[src/rtl/llsc_pkg.sv]
// Package: shared command encoding for the reservation controller.
// Assumes a 2-bit op field on the command port.
package llsc_pkg;
    typedef enum logic [1:0] {
        OP_LL  = 2'd0,
        OP_SC  = 2'd1,
        OP_WR  = 2'd2,
        OP_RSV = 2'd3
    } llsc_op_e;
endpackage

[src/rtl/llsc_match.sv]
// Module: parallel comparators over every table entry.
// Produces address-hit, address+key-hit and range-hit vectors.
// Assumes the table never holds two valid entries with the same address.
module llsc_match #(
    parameter int DEPTH = 8,
    parameter int AW    = 40,
    parameter int KW    = 32
) (
    input  logic                      clk,
    input  logic                      rst_n,
    input  logic [DEPTH-1:0][AW-1:0]  ent_addr,
    input  logic [DEPTH-1:0][KW-1:0]  ent_key,
    input  logic [DEPTH-1:0]          ent_vld,
    input  logic [AW-1:0]             q_addr,
    input  logic [AW-1:0]             q_addr_hi,
    input  logic [KW-1:0]             q_key,
    output logic [DEPTH-1:0]          addr_hit,
    output logic [DEPTH-1:0]          sc_hit,
    output logic [DEPTH-1:0]          rng_hit
);
    genvar g;
    generate
        for (g = 0; g < DEPTH; g++) begin : g_cmp
            // one comparator slice per entry
            always_comb begin
                addr_hit[g] = ent_vld[g] && (ent_addr[g] == q_addr);
                sc_hit[g]   = addr_hit[g] && (ent_key[g] == q_key);
                rng_hit[g]  = ent_vld[g] && (ent_addr[g] >= q_addr) &&
                              (ent_addr[g] <= q_addr_hi);
            end
        end
    endgenerate


    uniq_addr_chk: assert property (@(posedge clk) disable iff (!rst_n)
        $onehot0(addr_hit));
endmodule

[src/rtl/llsc_key_alloc.sv]
// Module: reservation key allocator. A counter that starts at 1 and
// advances on each allocation. It wraps from all-ones to 1, so 0 is never issued.
module llsc_key_alloc #(
    parameter int KW = 32
) (
    input  logic          clk,
    input  logic          rst_n,
    input  logic          alloc,
    output logic [KW-1:0] key_cur
);
    localparam logic [KW-1:0] KEY_ONE = KW'(1);

    // advance the counter, skipping zero
    always_ff @(posedge clk) begin
        if (!rst_n)
            key_cur <= KEY_ONE;
        else if (alloc)
            key_cur <= (key_cur == '1) ? KEY_ONE : key_cur + KEY_ONE;
    end


    key_nonzero_chk: assert property (@(posedge clk) disable iff (!rst_n)
        key_cur != '0);
endmodule

[src/rtl/llsc_victim.sv]
// Module: chooses the slot for a new reservation. It prefers the lowest
// invalid entry and otherwise uses a round-robin pointer, which moves only
// when a valid entry is evicted.
module llsc_victim #(
    parameter int DEPTH = 8,
    localparam int IW = (DEPTH > 1) ? $clog2(DEPTH) : 1
) (
    input  logic             clk,
    input  logic             rst_n,
    input  logic [DEPTH-1:0] ent_vld,
    input  logic             take,
    output logic [IW-1:0]    slot,
    output logic             all_valid
);
    logic [IW-1:0] rr_ptr;
    logic [IW-1:0] free_idx;

    // find the lowest invalid entry
    always_comb begin
        free_idx = '0;
        for (int i = DEPTH - 1; i >= 0; i--)
            if (!ent_vld[i]) free_idx = IW'(i);
    end

    assign all_valid = &ent_vld;
    assign slot      = all_valid ? rr_ptr : free_idx;

    // advance the round-robin pointer after each eviction
    always_ff @(posedge clk) begin
        if (!rst_n)
            rr_ptr <= '0;
        else if (take && all_valid)
            rr_ptr <= (rr_ptr == IW'(DEPTH - 1)) ? '0 : rr_ptr + 1'b1;
    end


    free_first_chk: assert property (@(posedge clk) disable iff (!rst_n)
        !all_valid |-> !ent_vld[slot]);
endmodule

[src/rtl/llsc_resv_ctrl.sv]
// Module: top of the reservation controller. It holds the table, decodes one
// command per handshake and returns a single registered response beat.
// Assumes the data array acts on rsp_wr_en once the response is consumed.
module llsc_resv_ctrl
    import llsc_pkg::*;
#(
    parameter int DEPTH = 8,
    parameter int AW    = 40,
    parameter int KW    = 32,
    localparam int IW = (DEPTH > 1) ? $clog2(DEPTH) : 1
) (
    input  logic          clk,
    input  logic          rst_n,
    input  logic          cmd_valid,
    output logic          cmd_ready,
    input  logic [1:0]    cmd_op,
    input  logic [AW-1:0] cmd_addr,
    input  logic [AW-1:0] cmd_addr_hi,
    input  logic [KW-1:0] cmd_key,
    output logic          rsp_valid,
    input  logic          rsp_ready,
    output logic [KW-1:0] rsp_key,
    output logic          rsp_ok,
    output logic          rsp_wr_en
);
    logic [DEPTH-1:0][AW-1:0] t_addr;
    logic [DEPTH-1:0][KW-1:0] t_key;
    logic [DEPTH-1:0]         t_vld;
    logic [DEPTH-1:0]         addr_hit, sc_hit, rng_hit;
    logic [KW-1:0]            key_cur, hit_key;
    logic [IW-1:0]            slot;
    logic                     all_valid, accept, ll_miss, rsp_is_ll;
    llsc_op_e                 op;

    assign op        = llsc_op_e'(cmd_op);
    assign cmd_ready = !rsp_valid;
    assign accept    = cmd_valid && cmd_ready;
    assign ll_miss   = accept && (op == OP_LL) && !(|addr_hit);

    llsc_match #(.DEPTH(DEPTH), .AW(AW), .KW(KW)) u_match (
        .clk(clk), .rst_n(rst_n),
        .ent_addr(t_addr), .ent_key(t_key), .ent_vld(t_vld),
        .q_addr(cmd_addr), .q_addr_hi(cmd_addr_hi), .q_key(cmd_key),
        .addr_hit(addr_hit), .sc_hit(sc_hit), .rng_hit(rng_hit)
    );

    llsc_key_alloc #(.KW(KW)) u_keys (
        .clk(clk), .rst_n(rst_n), .alloc(ll_miss), .key_cur(key_cur)
    );

    llsc_victim #(.DEPTH(DEPTH)) u_victim (
        .clk(clk), .rst_n(rst_n), .ent_vld(t_vld), .take(ll_miss),
        .slot(slot), .all_valid(all_valid)
    );

    // select the key of the (single) address-matching entry
    always_comb begin
        hit_key = '0;
        for (int i = 0; i < DEPTH; i++)
            if (addr_hit[i]) hit_key = hit_key | t_key[i];
    end

    // table update: allocate on a linked-load miss, clear on a store-conditional hit or a write in range
    always_ff @(posedge clk) begin
        if (!rst_n) begin
            t_vld <= '0;
        end else if (accept) begin
            case (op)
                OP_LL: if (ll_miss) begin
                    t_vld[slot]  <= 1'b1;
                    t_addr[slot] <= cmd_addr;
                    t_key[slot]  <= key_cur;
                end
                OP_SC:   t_vld <= t_vld & ~sc_hit;
                OP_WR:   t_vld <= t_vld & ~rng_hit;
                default: ;
            endcase
        end
    end

    // response register: load on accept, hold until consumed
    always_ff @(posedge clk) begin
        if (!rst_n) begin
            rsp_valid <= 1'b0;
            rsp_key   <= '0;
            rsp_ok    <= 1'b0;
            rsp_wr_en <= 1'b0;
            rsp_is_ll <= 1'b0;
        end else if (accept) begin
            rsp_valid <= 1'b1;
            rsp_is_ll <= (op == OP_LL);
            case (op)
                OP_LL: begin
                    rsp_key   <= (|addr_hit) ? hit_key : key_cur;
                    rsp_ok    <= 1'b1;
                    rsp_wr_en <= 1'b0;
                end
                OP_SC: begin
                    rsp_key   <= '0;
                    rsp_ok    <= |sc_hit;
                    rsp_wr_en <= |sc_hit;
                end
                OP_WR: begin
                    rsp_key   <= '0;
                    rsp_ok    <= 1'b1;
                    rsp_wr_en <= 1'b1;
                end
                default: begin
                    rsp_key   <= '0;
                    rsp_ok    <= 1'b0;
                    rsp_wr_en <= 1'b0;
                end
            endcase
        end else if (rsp_ready) begin
            rsp_valid <= 1'b0;
        end
    end


    rsp_after_accept_chk: assert property (@(posedge clk) disable iff (!rst_n)
        accept |=> rsp_valid);

    rsp_hold_chk: assert property (@(posedge clk) disable iff (!rst_n)
        rsp_valid && !rsp_ready |=> rsp_valid && $stable(rsp_key) &&
        $stable(rsp_ok) && $stable(rsp_wr_en));

    ll_key_nonzero_chk: assert property (@(posedge clk) disable iff (!rst_n)
        rsp_valid && rsp_is_ll |-> rsp_key != '0);

    wr_permit_chk: assert property (@(posedge clk) disable iff (!rst_n)
        accept && (op == OP_WR) |=> rsp_wr_en && rsp_ok);

    sc_miss_keep_chk: assert property (@(posedge clk) disable iff (!rst_n)
        accept && (op == OP_SC) && !(|sc_hit) |=> $stable(t_vld));
endmodule

[config.mk]
export PLATFORM = sky130hd
export DESIGN_NAME = llsc_resv_ctrl
export DESIGN_NICKNAME = d
export VERILOG_FILES = /design/src/rtl/llsc_pkg.sv /design/src/rtl/llsc_match.sv /design/src/rtl/llsc_key_alloc.sv /design/src/rtl/llsc_victim.sv /design/src/rtl/llsc_resv_ctrl.sv
export SDC_FILE = /design/constraint.sdc
export NUM_CORES = 2
export LEC_CHECK = 0
export ABC_CLOCK_PERIOD_IN_PS = 11500
export BUFFER_PORTS_ARGS = -buffer_cell sky130_fd_sc_hd__buf_4
export CAP_MARGIN = 20
export CORE_MARGIN = 5
export CORE_UTILIZATION = 55
export CTS_BUF_LIST = sky130_fd_sc_hd__clkbuf_16
export CTS_CLUSTER_SIZE = 24
export DETAILED_ROUTE_END_ITERATION = 10
export PLACE_DENSITY = 0.83
export SLEW_MARGIN = 20
export SYNTH_ARGS = -nofsm -noshare
export SYNTH_HDL_FRONTEND = slang
export SYNTH_SLANG_ARGS = --single-unit
[constraint.sdc]
create_clock -name clk -period 11.5 [get_ports clk]
set_clock_uncertainty 0.1 [all_clocks]
set_input_delay 2.3 -clock clk [delete_from_list [all_inputs] [get_ports clk]]
set_output_delay 2.3 -clock clk [all_outputs]
set_load 0.02 [all_outputs]
# Word-level counts from Yosys, hierarchy flattened
# Index checks and enable logic that the tools add are counted.
word_totals:
  ff_bits: 654
  latch_bits: 0
  ramBits: 0
  mem_bits_ro: 0
  out_inout_bits: 36
  elab_cells: 159
  memories: 0
classes:
  addsub: 2
  multipliers: 0
  div: 0
  magnitude_cmp: 18
  eq_ne: 21
  n_shift: 0
  mux: 35
  bitwise_logic: 12
  reduce_logical: 48
op_table:
  columns: ["op", "count"]
  rows:
  - ["$mux 32", 12]
  - ["$bwmux 320", 1]
  - ["$eq 40x40->1", 8]
  - ["$ge 40x40->1", 8]
  - ["$le 40x40->1", 8]
  - ["$bwmux 256", 1]
  - ["$eq 32x32->1", 8]
  - ["$or 32x32->32", 7]
  - ["$demux 40 s3", 1]
  - ["$demux 32 s3", 1]
  - ["$mux 40", 1]
  - ["$logic_and 1x1->1", 37]
  - ["$add 32x1->32 const B", 1]
  - ["$eq 32x32->1 const B", 1]
  - ["$mux 3", 10]
  - ["$pmux 8 s3", 1]
  - ["$and 8x8->8", 2]
  - ["$not 8->8", 2]
  - ["$reduce_or 8->1", 2]
  - ["$mux 8", 1]
  - ["$or 8x8->8", 1]
  - ["$reduce_and 8->1", 1]
  - ["$lt 3x4->1 const B", 1]
  - ["$pmux 1 s2", 2]
  - ["other kinds (15)", 18]

# Longest topological paths before layout
depth:
  ltp_word: 19
  mapped_depth: 13

# Cells and area by module
# A second synthesis with hierarchy kept.
hier_totals:
  hier_cells: 3293
  hier_area_um2: 39621.8
by_module_without_submodules:
  columns: ["module", "instances", "cells_per_inst", "area_per_inst_um2"]
  rows:
  - ["llsc_resv_ctrl", 1, 998, 21012.7]
  - ["llsc_match", 1, 2089, 16863.7]
  - ["llsc_key_alloc", 1, 175, 1491.4]
  - ["llsc_victim", 1, 31, 254.0]

# Worst setup path before layout
# Ideal clock, no wire load.
synth_timing:
  kind: "in2reg"
  start: "input port cmd_addr[17]"
  end: "register t_addr[200] (netlist name), enable pin"
  arrival_time_ns: 7.519
  required_time_ns: 10.897
  setup_slack_ns: 3.378
  stages: 12
  n_path_buf: 2
  path_cell_list: "inv_1 ha_1 nand4_1 nor4_1 and4_1 clkbuf_1 and3_1 or4_1 buf_2 nor2_1 nand3_1 nor2_1"
synth_via:
  elab_chain_len: 6
  elab_cells_between_ends: 20
  classes_between: "eq/ne (8); reduce/logical (12)"
synth_rtl:
  columns: ["item", "line", "source"]
  rows:
  - ["from (decl)", "llsc_resv_ctrl.sv:17", "input logic [AW-1:0] cmd_addr,"]
  - ["$eq 40x40->1", "llsc_match.sv:26", "addr_hit[g] = ent_vld[g] && (ent_addr[g] == q_addr);"]
  - ["$logic_and 1x1->1", "llsc_match.sv:26", null]
  - ["$reduce_or 8->1 (*)", "llsc_resv_ctrl.sv:38", "assign ll_miss = accept && (op == OP_LL) && !(|addr_hit);"]
  - ["$logic_not 1->1 (*)", "llsc_resv_ctrl.sv:38", null]
  - ["$logic_and 1x1->1 (*)", "llsc_resv_ctrl.sv:38", null]
  - ["$reduce_and 4->1 (no source line) (*)", null, null]
  - ["to (signal, indexed assignment)", "llsc_resv_ctrl.sv:71", "t_addr[slot] <= cmd_addr;"]
  - ["to (decl)", "llsc_resv_ctrl.sv:26", "logic [DEPTH-1:0][AW-1:0] t_addr;"]
# Mark *: on every way between the ends. The rest lies on a longest branch, timed or not.
# A chain may end at the register's enable or synchronous reset.

# Worst setup path after layout
layout_timing:
  start: "input port cmd_addr[17]"
  end: "register t_key[52] (netlist name), enable pin"
layout_via:
  elab_chain_len: 6
  elab_cells_between_ends: 20
  classes_between: "eq/ne (8); reduce/logical (12)"
layout_rtl:
  columns: ["item", "line", "source"]
  rows:
  - ["$eq 40x40->1", "llsc_match.sv:26", null]
  - ["$logic_and 1x1->1", "llsc_match.sv:26", null]
  - ["$reduce_or 8->1 (*)", "llsc_resv_ctrl.sv:38", null]
  - ["$logic_not 1->1 (*)", "llsc_resv_ctrl.sv:38", null]
  - ["$logic_and 1x1->1 (*)", "llsc_resv_ctrl.sv:38", null]
  - ["$reduce_and 4->1 (no source line) (*)", null, null]
  - ["to (signal, indexed assignment)", "llsc_resv_ctrl.sv:72", "t_key[slot] <= key_cur;"]
  - ["to (decl)", "llsc_resv_ctrl.sv:27", "logic [DEPTH-1:0][KW-1:0] t_key;"]
# Marks and branches as above.

==> flow_metrics.py <==
metrics = {
    "outcome": {
        "outcome": "finished, final reports clean",
    },
    "detailed_routing": {
        "wirelength_mm": 134.1,
        "drtPass1Iterations": 10,
        "drt_iter0_markers": 5071,
        "ant_nets": 0,
        "viasPerCell": 6.928,
        "drc": 0,
        "num_vias": 31460,
        "detail_route.wl_per_cell_um": 29.52,
    },
    "synthesis": {
        "async_reset_ff_share_pct": 0,
        "synth-edff-count": 576,
        "synth_nets": 4136,
        "ys_seq_elements": 654,
        "synth-main-ff-cell": "edfxtp_1",
        "ys_top_cells_by_area": "edfxtp_1, ha_1, dfxtp_1",
        "avgSynthCellArea_um2": 11.79,
        "ys_seq_area_share_pct": 47.46,
        "synthCells": 3371,
        "yosysTopAreaCell": "edfxtp_1",
        "yosys_warnings": 0,
        "synth.distinct_cells": 69,
        "syn_area_mm2": 0.03974,
        "yosys.area.top_type_share_pct": 43.53,
    },
    "floorplan": {
        "boundaryPins": 154,
        "fp.dieW_um": 278.8,
        "core_area_mm2": 0.07161,
        "core.rowCount": 98,
        "initial_core_util_pct": 55.49,
        "die-area_mm2": 0.07772,
        "die_h_um": 278.8,
    },
    "clock_network": {
        "root_buffer": "clkbuf_16",
        "cts_made_buffers": 72,
        "htree_levels": 3,
        "tritoncts": "built",
        "cts_hold_buf": 0,
        "clock_sinks": 654,
        "insertion_delay_ns": 0.64,
        "cts_max_path_buffers": 3,
        "cts_setup_buffers": 0,
        "cts_resized": 0,
        "clk_pin_slew_ns": 0.06,
    },
    "setup_path": {
        "crit_path_frequent_cell": "buf_4",
        "crit_family": "simple AND/OR/NAND/NOR gates",
        "crit_start": "cmd_addr[17]",
        "path_max_fanout": 48,
        "worstPathArrival_ns": 7.26,
        "critPathKind": "in2reg",
        "cpMaxStageDelayCell": "nor2_4",
        "cp-end-kind": "register",
        "cp.required_ns": 11.65,
        "slowest_delay_ns": 0.92,
        "r2r_slack_ns": 6.00,
        "r2r_start": "t_addr[130]",
        "crit_buf_inv": 4,
        "cp-start-kind": "primary input",
        "path_cells": "buf_4 > inv_1 > ha_1 > nand4_1 > nor4_1 > and4_1 > buf_4 > and3_1 > or4_1 > nor2_1 > nand3_1 > nor2_4 > buf_4",
    },
    "sta": {
        "fmax_mhz": 140.7,
        "drv_slew": 0,
        "setup-tns-final_ns": 0,
        "hold_viol_final": 0,
        "worst_slack_ns": 4.392,
        "rsz0062_at_grt": "no",
        "relSlewSlack_pct": 11.78,
        "layout_worst_path_cycle_share_pct": 61.81,
        "worst_pin_slew_ns": 1.311,
        "final.min_clock_period_ns": 7.108,
        "setup_viol_count_final": 0,
    },
    "pwr": {
        "p_switching_w": 0.001328,
        "power_density_mw_per_mm2": 121.1,
        "leakage_nw": 18.07,
        "switching_share_pct": 24.70,
        "p_seq_share_pct": 47.9,
        "p_comb_share_pct": 9.3,
        "peakVddDrop_v": 0.00009696,
        "pwr-share-clk_pct": 42.7,
        "cell_internal_pwr_w": 0.004048,
    },
    "finish": {
        "finish.net_count": 4299,
        "fill_cells": 5538,
        "multi_input_area_mm2": 0.02018,
        "layout_commonest_cell": "ha_1",
        "mostFrequentLayoutCells": "ha_1, edfxtp_1, nand4_1",
        "syn_to_final_growth_pct": 11.68,
        "utilization_pct": 61.97,
        "drive_gt1_share_pct": 9.030,
        "register_area_mm2": 0.01886,
    },
    "global_route": {
        "met1_usage_pct": 44.74,
        "grt_pass1_wl_mm": 195.4,
        "grt_use_met2_pct": 50.45,
        "use_met3_pct": 10.58,
        "grt_pass1_vias": 30320,
        "top_usage_layer": "met2",
        "antenna_found_initial": 7,
        "grt_max_degree": 58,
        "grt_overflow": 0,
        "grt_util_all_layers_pct": 33.44,
    },
    "worst_hold_path": {
        "min_from": "rsp_wr_en",
        "holdCritPathClass": "reg2reg",
    },
    "placement": {
        "dpl_worst_slack_ns": 3.900,
        "placement.io_buffers": 153,
        "gp_congestion": 1.032,
        "dp_hpwl_mm": 98.38,
    },
    "flow_run": {
        "cap_violations": 0,
    },
}
[sequential cells by signal (all words and copies together) (netlist names)]
register and flops:
rsp_ok 1, rsp_key 32, u_victim.rr_ptr 3, rsp_valid 1, t_vld 8, t_key 256
u_keys.key_cur 32, t_addr 320, rsp_wr_en 1
[layer usage]
metal,vias to the layer above,routed length [µm]
met4,10,7229
met2,2495,57120
met5,-,68
met3,467,20020
li1,13560,-
met1,14930,49630
[through the flow]
stage	total power, W	cells	cell area [µm²]	hold WS (ns)
6_report	0.005376	4541	44380	0.3563
5_1_grt	0.005519	4539	44370	0.4151
3_3_place_gp	0.003091	4408	42020	0.3431
4_1_cts	0.005360	4538	44370	0.3569
3_5_place_dp	0.003105	4410	42080	0.3479
2_1_floorplan	0.002912	3371	39740	0.3876
[path summary, 6_finish.rpt]
| kind | endpoint | cells after the start |
|---|---|---|
| worst min-delay path | rsp_wr_en | 2 |
| worst min register to register | rsp_wr_en | 2 |
| worst max-delay path | t_key[52] | 13 |
| worst max register to register | t_key[52] | 11 |
[synthesized netlist by cell type (8+ instances only)]
master / count
o31ai_1: 9
nand3_1: 111
edfxtp_1: 576
nor4_1: 61
o211ai_1: 19
and4_1: 13
inv_1: 109
buf_2: 8
o21ai_0: 111
xor2_1: 114
a31oi_1: 10
ha_1: 647
nor2b_1: 32
dfxtp_1: 78
nor2_1: 112
a21o_1: 181
a21oi_1: 227
a2111oi_0: 12
or3_1: 10
nand4_1: 246
a211oi_1: 22
nand2b_1: 20
and3_1: 16
a222oi_1: 64
xnor2_1: 172
and2_1: 36
or2_2: 10
nor3_1: 40
clkbuf_1: 85
nand2_1: 123
o21a_1: 10
[worst min-delay path: cells and delay by family, from the launching register on]
family,cells,cell delay (ns)
compound gates,1,0.05
flops,1,0.31
simple gates,1,0.05
[final cells by class]
type / count / area share (%)
timing repair buffer: 187 / 3.254
antenna: 3 / 0.01692
clock inverter: 55 / 1.043
tap: 950 / 2.678
inverter: 109 / 0.9220
sequential: 654 / 42.49
multi-input combinational: 2510 / 45.47
clock buffer: 73 / 4.116
[power by group through the flow]
stage | combinational (W) | clock, W | sequential [W]
2_1_floorplan | 0.000285 | 0 | 0.00263
3_3_place_gp | 0.000463 | 0 | 0.00263
3_5_place_dp | 0.000478 | 0 | 0.00263
4_1_cts | 0.000484 | 0.00230 | 0.00258
5_1_grt | 0.000541 | 0.00240 | 0.00258
6_report | 0.000501 | 0.00230 | 0.00258
[cells by family (layout without fill, tap and decap cells)]
family	Yosys count	in the layout	synth area share, %
AOI/OAI and AO/OA	726	726	12.17
xor gates and xnor gates	286	286	6.304
adders and majority gates	647	647	20.37
buffers and inverters	207	424	1.981
DFF	654	654	47.46
muxes	3	3	0.07557
other	0	3	0
and+or+nand+nor	848	848	11.64
Note: power is estimated with default switching activity, not from simulation.
